**config.mk**
```make
export PLATFORM = sky130hd
export DESIGN_NAME = pic_prog_port
export DESIGN_NICKNAME = d
export VERILOG_FILES = /design/src/rtl/pic_port_pkg.sv /design/src/rtl/pic_cmd_decode.sv /design/src/rtl/pic_init_seq.sv /design/src/rtl/pic_read_ctl.sv /design/src/rtl/pic_prog_port.sv
export SDC_FILE = /design/constraint.sdc
export NUM_CORES = 1
export LEC_CHECK = 0
export BUFFER_PORTS_ARGS = -buffer_cell sky130_fd_sc_hd__buf_2
export CAP_MARGIN = 20
export CORE_UTILIZATION = 40
export DETAILED_ROUTE_END_ITERATION = 10
export PLACE_DENSITY = 0.74
export SETUP_SLACK_MARGIN = 0.1
export SLEW_MARGIN = 20
export SYNTH_ARGS = -nofsm -noshare
export SYNTH_HDL_FRONTEND = slang
export SYNTH_SLANG_ARGS = --single-unit
```
**constraint.sdc**
```tcl
create_clock -name clk -period 1.1 [get_ports clk]
set_input_delay 0.055 -clock clk [delete_from_list [all_inputs] [get_ports clk]]
set_output_delay 0.055 -clock clk [all_outputs]
set_load 0.05 [all_outputs]
```
**src/rtl/pic_port_pkg.sv**
```systemverilog
`timescale 1ns/1ps
// Package: shared types and command bit positions for the programming port.
// Assumes byte-wide commands with fixed bit positions.
package pic_port_pkg;
    typedef enum logic [1:0] {
        ST_NORMAL  = 2'd0,
        ST_BASE    = 2'd1,
        ST_CASCADE = 2'd2,
        ST_MODE    = 2'd3
    } init_step_e;

    typedef enum logic [2:0] {
        OP_ROT_OFF = 3'd0,
        OP_EOI     = 3'd1,
        OP_NOP     = 3'd2,
        OP_SEOI    = 3'd3,
        OP_ROT_ON  = 3'd4,
        OP_REOI    = 3'd5,
        OP_SETPRI  = 3'd6,
        OP_RSEOI   = 3'd7
    } op_code_e;

    localparam int INIT_BIT   = 4;
    localparam int READ_BIT   = 3;
    localparam int POLL_BIT   = 2;
    localparam int SELV_BIT   = 1;
    localparam int SEL_BIT    = 0;
    localparam int SMASKV_BIT = 6;
    localparam int SMASK_BIT  = 5;
    localparam int FOURTH_BIT = 0;
    localparam int NEST_BIT   = 4;
    localparam int AEOI_BIT   = 1;
endpackage

```
**src/rtl/pic_cmd_decode.sv**
```systemverilog
`timescale 1ns/1ps
// Module: pic_cmd_decode
// Purely combinational decode of an address-0 write into an initialization
// start, a read/poll command or an operation command with its strobes.
// Assumes wr_en is high for exactly one cycle per byte.
module pic_cmd_decode
    import pic_port_pkg::*;
#(
    parameter int DATA_W = 8,
    localparam int LINE_W = $clog2(DATA_W)
) (
    input  logic              wr_en,
    input  logic              addr,
    input  logic [DATA_W-1:0] wdata,
    output logic              init_start,
    output logic              read_cmd_wr,
    output logic              eoi_pulse,
    output logic              eoi_specific,
    output logic              eoi_rotate,
    output logic              prio_set_pulse,
    output logic              rot_aeoi_wr,
    output logic              rot_aeoi_val,
    output logic [LINE_W-1:0] cmd_line
);
    logic     ctl_wr;
    logic     op_wr;
    op_code_e code;

    // Classify the command byte by its discriminating bits.
    always_comb begin
        ctl_wr      = wr_en && !addr;
        init_start  = ctl_wr && wdata[INIT_BIT];
        read_cmd_wr = ctl_wr && !wdata[INIT_BIT] && wdata[READ_BIT];
        op_wr       = ctl_wr && !wdata[INIT_BIT] && !wdata[READ_BIT];
        code        = op_code_e'(wdata[DATA_W-1 -: 3]);
        cmd_line    = wdata[LINE_W-1:0];
    end

    // Turn the operation code into resolver strobes.
    always_comb begin
        eoi_pulse      = 1'b0;
        eoi_specific   = 1'b0;
        eoi_rotate     = 1'b0;
        prio_set_pulse = 1'b0;
        rot_aeoi_wr    = 1'b0;
        rot_aeoi_val   = wdata[DATA_W-1];
        if (op_wr) begin
            case (code)
                OP_ROT_OFF, OP_ROT_ON: rot_aeoi_wr = 1'b1;
                OP_EOI:    eoi_pulse = 1'b1;
                OP_SEOI:   begin eoi_pulse = 1'b1; eoi_specific = 1'b1; end
                OP_REOI:   begin eoi_pulse = 1'b1; eoi_rotate = 1'b1; end
                OP_RSEOI:  begin eoi_pulse = 1'b1; eoi_specific = 1'b1; eoi_rotate = 1'b1; end
                OP_SETPRI: prio_set_pulse = 1'b1;
                default:   ;
            endcase
        end
    end
endmodule

```
**src/rtl/pic_init_seq.sv**
```systemverilog
`timescale 1ns/1ps
// Module: pic_init_seq
// Steps through the initialization words on the data address and holds
// the mask, vector base and mode flags. Normal data writes load the mask.
// Assumes start and data_wr are never high together (they differ in addr).
module pic_init_seq
    import pic_port_pkg::*;
#(
    parameter int DATA_W = 8,
    localparam int LINE_W = $clog2(DATA_W),
    localparam logic [DATA_W-1:0] BASE_MASK = ~DATA_W'((1 << LINE_W) - 1)
) (
    input  logic              clk,
    input  logic              rst_n,
    input  logic              start,
    input  logic              data_wr,
    input  logic [DATA_W-1:0] wdata,
    output logic [DATA_W-1:0] imr,
    output logic [DATA_W-1:0] vec_base,
    output logic              auto_eoi,
    output logic              nested_mode
);
    init_step_e step;
    logic       fourth_due;

    // Initialization step machine and the registers it loads.
    always_ff @(posedge clk) begin
        if (!rst_n) begin
            step        <= ST_NORMAL;
            fourth_due  <= 1'b0;
            imr         <= '0;
            vec_base    <= '0;
            auto_eoi    <= 1'b0;
            nested_mode <= 1'b0;
        end else if (start) begin
            step        <= ST_BASE;
            fourth_due  <= wdata[FOURTH_BIT];
            imr         <= '0;
            vec_base    <= '0;
            auto_eoi    <= 1'b0;
            nested_mode <= 1'b0;
        end else if (data_wr) begin
            case (step)
                ST_NORMAL:  imr <= wdata;
                ST_BASE: begin
                    vec_base <= wdata & BASE_MASK;
                    step     <= ST_CASCADE;
                end
                ST_CASCADE: step <= fourth_due ? ST_MODE : ST_NORMAL;
                ST_MODE: begin
                    nested_mode <= wdata[NEST_BIT];
                    auto_eoi    <= wdata[AEOI_BIT];
                    step        <= ST_NORMAL;
                end
                default:    step <= ST_NORMAL;
            endcase
        end
    end

    // an initialization start leaves mask and modes cleared
    p_init_clears_r2: assert property (@(posedge clk) disable iff (!rst_n)
        start |=> (imr == '0 && vec_base == '0 && !auto_eoi && !nested_mode));
    // the mask only moves on a write
    p_imr_hold_r6: assert property (@(posedge clk) disable iff (!rst_n)
        (!data_wr && !start) |=> $stable(imr));
    // the fourth word always closes the sequence
    p_mode_closes_r5: assert property (@(posedge clk) disable iff (!rst_n)
        (data_wr && !start && step == ST_MODE) |=> step == ST_NORMAL);
    // the vector base never carries low line bits
    p_base_align_r3: assert property (@(posedge clk) disable iff (!rst_n)
        (data_wr && step == ST_BASE) |=> vec_base[LINE_W-1:0] == '0);
endmodule

```
**src/rtl/pic_read_ctl.sv**
```systemverilog
`timescale 1ns/1ps
// Module: pic_read_ctl
// Holds the read select, poll arming and special mask. Drives the read
// data for register reads and one-shot poll reads.
// Assumes a read command write and a read are not issued in the same cycle.
module pic_read_ctl #(
    parameter int DATA_W = 8,
    localparam int LINE_W = $clog2(DATA_W),
    localparam logic [DATA_W-1:0] SPURIOUS = DATA_W'(DATA_W - 1)
) (
    input  logic              clk,
    input  logic              rst_n,
    input  logic              init_start,
    input  logic              cmd_wr,
    input  logic              poll_arm,
    input  logic              sel_valid,
    input  logic              sel_val,
    input  logic              smask_valid,
    input  logic              smask_val,
    input  logic              rd_en,
    input  logic              addr,
    input  logic [DATA_W-1:0] irr_in,
    input  logic [DATA_W-1:0] isr_in,
    input  logic [DATA_W-1:0] imr,
    input  logic              poll_valid,
    input  logic [LINE_W-1:0] poll_line,
    output logic [DATA_W-1:0] rdata,
    output logic              poll_clr,
    output logic              special_mask
);
    logic rd_isr;
    logic poll_armed;

    // Read/poll command flags; poll is consumed by the next read.
    always_ff @(posedge clk) begin
        if (!rst_n || init_start) begin
            rd_isr       <= 1'b0;
            poll_armed   <= 1'b0;
            special_mask <= 1'b0;
        end else if (cmd_wr) begin
            if (poll_arm)    poll_armed   <= 1'b1;
            if (sel_valid)   rd_isr       <= sel_val;
            if (smask_valid) special_mask <= smask_val;
        end else if (rd_en && poll_armed) begin
            poll_armed <= 1'b0;
        end
    end

    // Read data multiplexer and poll clear strobe.
    always_comb begin
        rdata    = '0;
        poll_clr = 1'b0;
        if (rd_en) begin
            if (poll_armed) begin
                rdata    = poll_valid ? DATA_W'(poll_line) : SPURIOUS;
                poll_clr = poll_valid;
            end else if (addr) begin
                rdata = imr;
            end else begin
                rdata = rd_isr ? isr_in : irr_in;
            end
        end
    end

    // a poll read consumes the armed poll
    p_poll_once_r10: assert property (@(posedge clk) disable iff (!rst_n)
        (rd_en && poll_armed && !cmd_wr) |=> !poll_armed);
    // the clear strobe needs a read and a pending line
    p_clr_qualified_r10: assert property (@(posedge clk) disable iff (!rst_n)
        poll_clr |-> (rd_en && poll_valid));
endmodule

```
**src/rtl/pic_prog_port.sv**
```systemverilog
`timescale 1ns/1ps
// Module: pic_prog_port (top)
// Two-address byte programming port of one interrupt controller. It decodes
// command bytes, sequences initialization words, holds the configuration and
// serves register and poll reads. Strobes toward the priority resolver are
// combinational and valid in the write cycle.
// Assumes at most one of wr_en/rd_en is high per cycle.
module pic_prog_port #(
    parameter int DATA_W = 8,
    localparam int LINE_W = $clog2(DATA_W)
) (
    input  logic              clk,
    input  logic              rst_n,
    input  logic              wr_en,
    input  logic              rd_en,
    input  logic              addr,
    input  logic [DATA_W-1:0] wdata,
    output logic [DATA_W-1:0] rdata,
    input  logic [DATA_W-1:0] irr_in,
    input  logic [DATA_W-1:0] isr_in,
    input  logic              poll_valid,
    input  logic [LINE_W-1:0] poll_line,
    output logic [DATA_W-1:0] imr,
    output logic [DATA_W-1:0] vec_base,
    output logic              auto_eoi,
    output logic              nested_mode,
    output logic              special_mask,
    output logic              rotate_aeoi,
    output logic              init_pulse,
    output logic              eoi_pulse,
    output logic              eoi_specific,
    output logic              eoi_rotate,
    output logic              prio_set_pulse,
    output logic [LINE_W-1:0] cmd_line,
    output logic              poll_clr
);
    import pic_port_pkg::*;

    logic read_cmd_wr;
    logic rot_aeoi_wr;
    logic rot_aeoi_val;

    pic_cmd_decode #(.DATA_W(DATA_W)) i_decode (
        .wr_en          (wr_en),
        .addr           (addr),
        .wdata          (wdata),
        .init_start     (init_pulse),
        .read_cmd_wr    (read_cmd_wr),
        .eoi_pulse      (eoi_pulse),
        .eoi_specific   (eoi_specific),
        .eoi_rotate     (eoi_rotate),
        .prio_set_pulse (prio_set_pulse),
        .rot_aeoi_wr    (rot_aeoi_wr),
        .rot_aeoi_val   (rot_aeoi_val),
        .cmd_line       (cmd_line)
    );

    pic_init_seq #(.DATA_W(DATA_W)) i_init (
        .clk         (clk),
        .rst_n       (rst_n),
        .start       (init_pulse),
        .data_wr     (wr_en && addr),
        .wdata       (wdata),
        .imr         (imr),
        .vec_base    (vec_base),
        .auto_eoi    (auto_eoi),
        .nested_mode (nested_mode)
    );

    pic_read_ctl #(.DATA_W(DATA_W)) i_read (
        .clk          (clk),
        .rst_n        (rst_n),
        .init_start   (init_pulse),
        .cmd_wr       (read_cmd_wr),
        .poll_arm     (wdata[POLL_BIT]),
        .sel_valid    (wdata[SELV_BIT]),
        .sel_val      (wdata[SEL_BIT]),
        .smask_valid  (wdata[SMASKV_BIT]),
        .smask_val    (wdata[SMASK_BIT]),
        .rd_en        (rd_en),
        .addr         (addr),
        .irr_in       (irr_in),
        .isr_in       (isr_in),
        .imr          (imr),
        .poll_valid   (poll_valid),
        .poll_line    (poll_line),
        .rdata        (rdata),
        .poll_clr     (poll_clr),
        .special_mask (special_mask)
    );

    // Rotate-on-auto-EOI flag, written by operation codes 0 and 4.
    always_ff @(posedge clk) begin
        if (!rst_n || init_pulse) rotate_aeoi <= 1'b0;
        else if (rot_aeoi_wr)     rotate_aeoi <= rot_aeoi_val;
    end

    // resolver strobes only come from an operation write at address 0
    p_strobe_source_r8: assert property (@(posedge clk) disable iff (!rst_n)
        (eoi_pulse || prio_set_pulse) |-> (wr_en && !addr && !wdata[INIT_BIT] && !wdata[READ_BIT]));
    // specific and rotate qualifiers never appear without an EOI
    p_qual_needs_eoi_r8: assert property (@(posedge clk) disable iff (!rst_n)
        (eoi_specific || eoi_rotate) |-> eoi_pulse);
    // rotate flag only changes after a write
    p_rot_hold_r9: assert property (@(posedge clk) disable iff (!rst_n)
        !wr_en |=> $stable(rotate_aeoi));
endmodule

```
==> results of run 1 <==
-- cell usage after synthesis --
cell type,number,area share
a211oi_1,3,0.018
a21oi_1,5,0.020
and2_1,1,0.0049
and3_1,3,0.015
and4b_1,1,0.0079
and4bb_1,2,0.020
buf_1,1,0.0029
buf_2,1,0.0039
buf_4,9,0.053
buf_6,2,0.018
conb_1,1,0.0029
dfxtp_1,22,0.35
inv_1,4,0.012
mux2_2,5,0.044
mux2i_1,22,0.17
nand2_1,4,0.012
nand2_4,1,0.0088
nand2b_1,1,0.0049
nand3_1,4,0.016
nand3b_2,1,0.0088
nand4_1,1,0.0049
nand4b_2,1,0.012
nand4bb_1,1,0.0088
nor2_1,22,0.065
nor2b_1,11,0.054
nor4b_4,1,0.019
o21a_1,1,0.0059
o21ai_0,4,0.016
o21ai_1,1,0.0039
o32ai_1,3,0.021
-- kinds of logic (layout without fill, tap and decap cells) --
group	after synthesis	in the layout	synth area share
multiplexers	27	27	0.217
buffers and inverters	17	91	0.0895
AO/OA/AOI/OAI	17	17	0.0836
flip-flops	22	22	0.346
AND/OR/NAND/NOR	55	55	0.261
other	1	3	0.00295
-- cell type report --
| type | instances | area, um^2 |
|---|---|---|
| fill | 220 | 860 |
| multi-input combinational | 102 | 951 |
| sequential | 22 | 465 |
| inverter | 4 | 15.0 |
| timing repair buffer | 83 | 656 |
| clock buffer | 3 | 22.5 |
| clock inverter | 1 | 3.75 |
| tap | 44 | 55.1 |
-- state kept, by name, indices dropped and copies added (netlist names) --
| register | cells |
|---|---|
| i_read.special_mask | 1 |
| i_read.poll_armed | 1 |
| i_init.imr | 8 |
| rotate_aeoi | 1 |
| i_init.fourth_due | 1 |
| i_read.rd_isr | 1 |
| i_init.step | 2 |
| i_init.vec_base | 5 |
| i_init.auto_eoi | 1 |
| i_init.nested_mode | 1 |
-- metrics by stage --
stage	util	power, W
global placement	0.601	0.00141
CTS	0.678	0.00185
detailed placement	0.601	0.00142
finish	0.716	0.00189
floorplan	-	0.00127
global route	0.716	0.00197
-- how the worst max path moves through the flow --
stage | to | cells after the start | slack [ns] | startpoint
CTS | rdata[2] | 5 | -0.46 | i_read.rd_isr
detailed placement | rdata[3] | 4 | -0.21 | i_read.rd_isr
finish | rdata[1] | 5 | -0.46 | i_read.rd_isr
global placement | rdata[5] | 4 | -0.17 | i_read.rd_isr
floorplan | rdata[0] | 4 | -0.10 | i_read.rd_isr
global route | rdata[0] | 5 | -0.53 | i_read.rd_isr
-- power by group --
part           internal (W)  leakage (nW)  switching [W]
registers          0.000815         0.185      0.0000201
clock network      0.000133        0.0154       0.000240
logic              0.000286         0.806       0.000393
total               0.00123          1.01       0.000653
-- layer usage --
| metal | GRT usage | part of all wire | wire length (um) |
|---|---|---|---|
| met1 | 0.226 | 0.39 | 1400 |
| met5 | 0 | 0 | 0 |
| met3 | 0.0484 | 0.038 | 137 |
| met2 | 0.409 | 0.57 | 2060 |
| met4 | 0.0510 | 0.0053 | 19 |
-- worst max-delay path, cell delays in order, from the launching register on --
cell and delay (ns):
dfxtp_4 0.39, buf_6 0.14, buf_6 0.13, a211oi_4 0.24, o32ai_4 0.11, buf_6 0.17
-- what timing repair did --
| action | 4_1_cts | 5_1_grt |
|---|---|---|
| gates cloned | 0 | 1 |
| endpoints found under the hold margin | 1 | 0 |
| pin swaps | 8 | 8 |
| buffers inserted | 2 | 2 |
| resized for setup | 51 | 26 |
| hold buffers | 1 | 0 |
| setup endpoints to repair | 30 | 42 |
-- layout by cell type (no fill, tap or decap), types with 2 or more instances in the layout --
| master | count |
|---|---|
| buf_2 | 34 |
| buf_4 | 20 |
| nor2_1 | 17 |
| mux2i_1 | 16 |
| clkbuf_4 | 13 |
| buf_6 | 12 |
| dfxtp_1 | 10 |
| dfxtp_2 | 8 |
| nor2b_1 | 7 |
| mux2_2 | 5 |
| nor2_4 | 5 |
| a21oi_1 | 5 |
| inv_1 | 4 |
| nand2_1 | 4 |
| nand3_1 | 4 |
| o21ai_0 | 4 |
| dfxtp_4 | 4 |
| a211oi_4 | 3 |
| o32ai_4 | 3 |
| mux2i_2 | 3 |
| mux2i_4 | 3 |
| conb_1 | 3 |
| buf_12 | 3 |
| nor2b_4 | 2 |
| nor2b_2 | 2 |
| and3_2 | 2 |
| buf_8 | 2 |
==> impl_results.md, run 1 <==
* Hold path startpoint: wdata[0]
* Root buffer cell: clkbuf_4
* Clock sinks at 22
* Initial antenna violation count at 0
* Detail Route Antenna Nets at 0
* Area growth syn-to-layout at 70.4%
* Initial Util at 0.420
* First-pass GRT wire length at about 5500 um
* Total GRT Usage at 0.210
* Design area at 2170 um^2
* Routability cong. at 0.782
* Failing checks: negative setup slack
* GRT overflow at 0
* RSZ-0062 raised after global routing: yes
* # port buffers at 66
* Starting DRT DRC Count at 29
* Worst EP arrival at ~1.5 ns
* Layout cell share with drive strength beyond 1 at 0.619
* Final Hold Violating Endpoints at 0
* R2R Setup Slk at -0.09 ns
* Dpl cells at 249
* Vias at 1297
* Post-DP Area at ~1800 um^2
* Max-cap violation count at 0
* R2R Path Start: i_init.step[1]
* VDD IR-drop max at 0.828 mV
* Pre-antenna DRT Iters at 4
* Period minus WS final at roughly 1.6 ns
* WL per Instance at 14.0 um
* Clk_lat worst skew at 0.31 ns
* Setup TNS at -3.82 ns
* Yosys Warn Count at 0
* Power Density at roughly 870 nW/um^2
* CP max FO at 6
* WHS Path Cells at 3
* Fin crit share at 1.42
* Reg2Reg Capture Point: i_init.imr[7]
* Netlist cell types at 30
* I/O pin cnt at 70
* Setup-failing EPs final at 16
* Worst Skew at 0.00353 ns
* Syn_area_per_cell at 9.15 um^2
* Standard-cell rows at 20
* Placement Setup Slack at -0.212 ns
* Final Routed Wirelength at ~3600 um
* Fin nets at about 250
* Critical path type: flop to primary output
* Startpoint Class: flop
* Min-Delay Path Class: primary input to flop
* Seq cells post-synth at 22
* Clock-pin transition on the worst setup and hold timing paths at 0.11 ns
* Via-to-Cell Ratio at 5.01
* Die ar. at about 3400 um^2
* Final WS setup at -0.458 ns
* CORE AREA at 3030 um^2
* Max Fclk at 642 MHz
* Post-route insts no fill at about 260
* Status: finished, violations left
* Max clock buf depth at 2
* Die W at 58.4 um
* Num CTS Buffers at 3
* Post-DP HPWL at 2500 um
* Sequential fraction of the synthesis area at 0.346
* Hold endpoint: i_read.rd_isr
* Required time of the critical path at about 1.0 ns
* # H-tree levels at 1
* CTS tree: yes
* DRC violations left at 0
* Pleak at a little over 1 nW
* Cells after Synth at 139
* ANT cells at 0
* Count of pins over their slew limit at 0
* Area of the mapped netlist at ~1300 um^2
* Endpoint class of the critical path: primary output
* Final hold slack at 0.0157 ns
* Chip height at 58.4 um
* R2R depth at 4
* Largest net degree at the start of global routing at 20
* Number of global-route vias before repair at approximately 1300
No activity file was read; power rests on OpenSTA's default activity.
==> inputs of run 2 (changes only) <==
- RECOVER_POWER: default -> 25
==> impl_results.md, run 2 (synthesized netlist as in run 1, its figures left out) <==
* Vias at 1297 (unchanged)
* Largest net degree at the start of global routing at 20 (unchanged)
* Pleak at 0.983 nW (-2.3%)
* First-pass GRT wire length at 5490 um (unchanged)
* RSZ-0062 raised after global routing: yes
* Post-DP HPWL at 2500 um (unchanged)
* Startpoint Class: flop
* Design area at 2140 um^2 (-1.3%)
* Power Density at 877 nW/um^2 (+0.82%)
* Pre-antenna DRT Iters at 4 (unchanged)
* Min-Delay Path Class: primary input to flop
* Max-cap violation count at 0 (unchanged)
* Die ar. at 3410 um^2 (unchanged)
* # H-tree levels at 1 (unchanged)
* Cell-by-cell trace of the critical path: buf_6 -> buf_6 -> a211oi_4 -> o32ai_4 -> buf_6
* Status: finished, violations left
* Layout fillers at 228 (+3.6%)
* Required time of the critical path at 1.04 ns (about the same)
* Routability cong. at 0.782 (unchanged)
* Met2 Use GR at 0.409 (unchanged)
* Via-to-Cell Ratio at 5.01 (unchanged)
* Hold path startpoint: wdata[0]
* Period minus WS final at 1.56 ns (+0.00138 ns)
* Fin nets at 249 (unchanged)
* VDD IR-drop max at 0.829 mV (about the same)
* Failing checks: negative setup slack
* # port buffers at 66 (unchanged)
* Max clock buf depth at 2 (unchanged)
* Area growth syn-to-layout at 68.1%
* Clk_lat worst skew at 0.31 ns (about the same)
* Critical Path Stages at 5 (unchanged)
* Clock sinks at 22 (unchanged)
* Crit path from: i_read.rd_isr
* Final WS setup at -0.460 ns (-0.00138 ns)
* GRT overflow at 0 (unchanged)
* DRC violations left at 0 (unchanged)
* Layout cell share with drive strength beyond 1 at 0.595 (-0.0233)
* Count of pins over their slew limit at 0 (unchanged)
* Detail Route Antenna Nets at 0 (unchanged)
* CORE AREA at 3030 um^2 (unchanged)
* Final Routed Wirelength at 3650 um (+0.75%)
* Grt peak-use layer: met2
* Total GRT Usage at 0.210 (unchanged)
* I/O pin cnt at 70 (unchanged)
* Number of global-route vias before repair at 1266 (unchanged)
* Max Fclk at 641 MHz (about the same)
* WL per Instance at 14.1 um (+0.75%)
* Top flop regs: i_init.imr x8, i_init.vec_base x5, i_init.step x2
* R2R depth at 4 (unchanged)
* Final Power at 0.00188 W (-0.51%)
* Starting DRT DRC Count at 34 (+17%)
* ANT cells at 0 (unchanged)
* Crit path to: rdata[1]
* Global Route met1 Usage at 0.226 (unchanged)
* WHS Path Cells at 3 (unchanged)
* Endpoint class of the critical path: primary output
* R2R Setup Slk at -0.09 ns (about the same)
* Max FFs per register at 8 (unchanged)
* CP dominant cell by count: buf_6
* M3 GR Usage at 0.0484 (unchanged)
* Reg2Reg Capture Point: i_init.imr[0]
* Worst Skew at 0.00468 ns (+0.00115 ns)
* Chip height at 58.4 um (unchanged)
* Critical path's slowest cell: dfxtp_4
* Num CTS Buffers at 3 (unchanged)
* CP bufs+invs at 3 (unchanged)
* Setup-failing EPs final at 16 (unchanged)
* Rel. slew slack at 0.607
* Initial Util at 0.420 (unchanged)
* R2R Path Start: i_init.step[1]
* Slowest stage delay, CP at 0.39 ns (about the same)
* Die W at 58.4 um (unchanged)
* Initial antenna violation count at 0 (unchanged)
* Most common cell after layout, fill and taps aside: buf_2
* Fin crit share at 1.42 (about the same)
* Final Hold Violating Endpoints at 0 (unchanged)
* Commonest non-fill, non-tap cells in the layout: buf_2 (31), buf_4 (19), nor2_1 (17)
* Worst EP arrival at 1.50 ns (about the same)
* Critical path type: flop to primary output
* Standard-cell rows at 20 (unchanged)
* CTS tree: yes
* Worst slew pin tran at 0.593 ns
* Root buffer cell: clkbuf_4
* Top delay family on crit path: buffers and inverters
* CP max FO at 6 (unchanged)
* Clock-pin transition on the worst setup and hold timing paths at 0.12 ns (about the same)
* Post-DP Area at 1820 um^2 (unchanged)
* Largest Register: i_init.imr
run 2: cell type report:
class,instances,area [um^2],area share
tap,44,55.1,0.0257
clock buffer,3,22.5,0.0105
timing repair buffer,83,627,0.293
inverter,4,15.0,0.00702
sequential,22,465,0.218
multi-input combinational,102,951,0.444
clock inverter,1,3.75,0.00175
run 2: worst min-delay path by stage:
stage | end | slack [ns]
final | i_read.rd_isr | 0.02
after global routing | i_read.rd_isr | 0.01
after CTS | i_init.imr[2] | 0.007
after detailed placement | i_read.poll_armed | 0.33
after global placement | i_init.imr[2] | 0.31
after floorplan | i_init.fourth_due | 0.18
run 2: worst min-delay path, delay by kind of cell:
family	cells	cell delay, ns
compound gates	1	0.05
simple gates	1	0.07
buf+inv	1	0.12
run 2: timing repair:
action,CTS,global route
hold buffers,1,0
hold endpoints to repair,1,0
resized for setup,51,26
pin swaps,8,8
gates cloned,0,1
setup endpoints to repair,30,42
setup buffers,2,2
run 2: layer usage:
metal / vias to the layer above / wire length [um]
met3: 2 / 126
li1: 628 / -
met1: 631 / 1440
met2: 36 / 2060
met5: - / 0
met4: 0 / 19
run 2: stage by stage:
step / instances / hold WS [ns] / util / setup slack, ns / setup TNS [ns]
after detailed placement: 249 / 0.327 / 0.601 / -0.212 / -2.11
after CTS: 256 / 0.00666 / 0.678 / -0.457 / -3.84
after global placement: 249 / 0.312 / 0.601 / -0.170 / -1.56
final: 259 / 0.0162 / 0.707 / -0.460 / -3.87
after floorplan: 141 / 0.183 / - / -0.101 / -0.372
after global routing: 259 / 0.0110 / 0.707 / -0.529 / -4.86
run 2: power by group:
group	internal [W]	switching (W)	total (W)	leakage, nW
Sequential	0.000815	0.0000201	0.000835	0.185
Clock	0.000133	0.000240	0.000373	0.0154
Combinational	0.000275	0.000394	0.000669	0.783
Total	0.00122	0.000654	0.00188	0.983
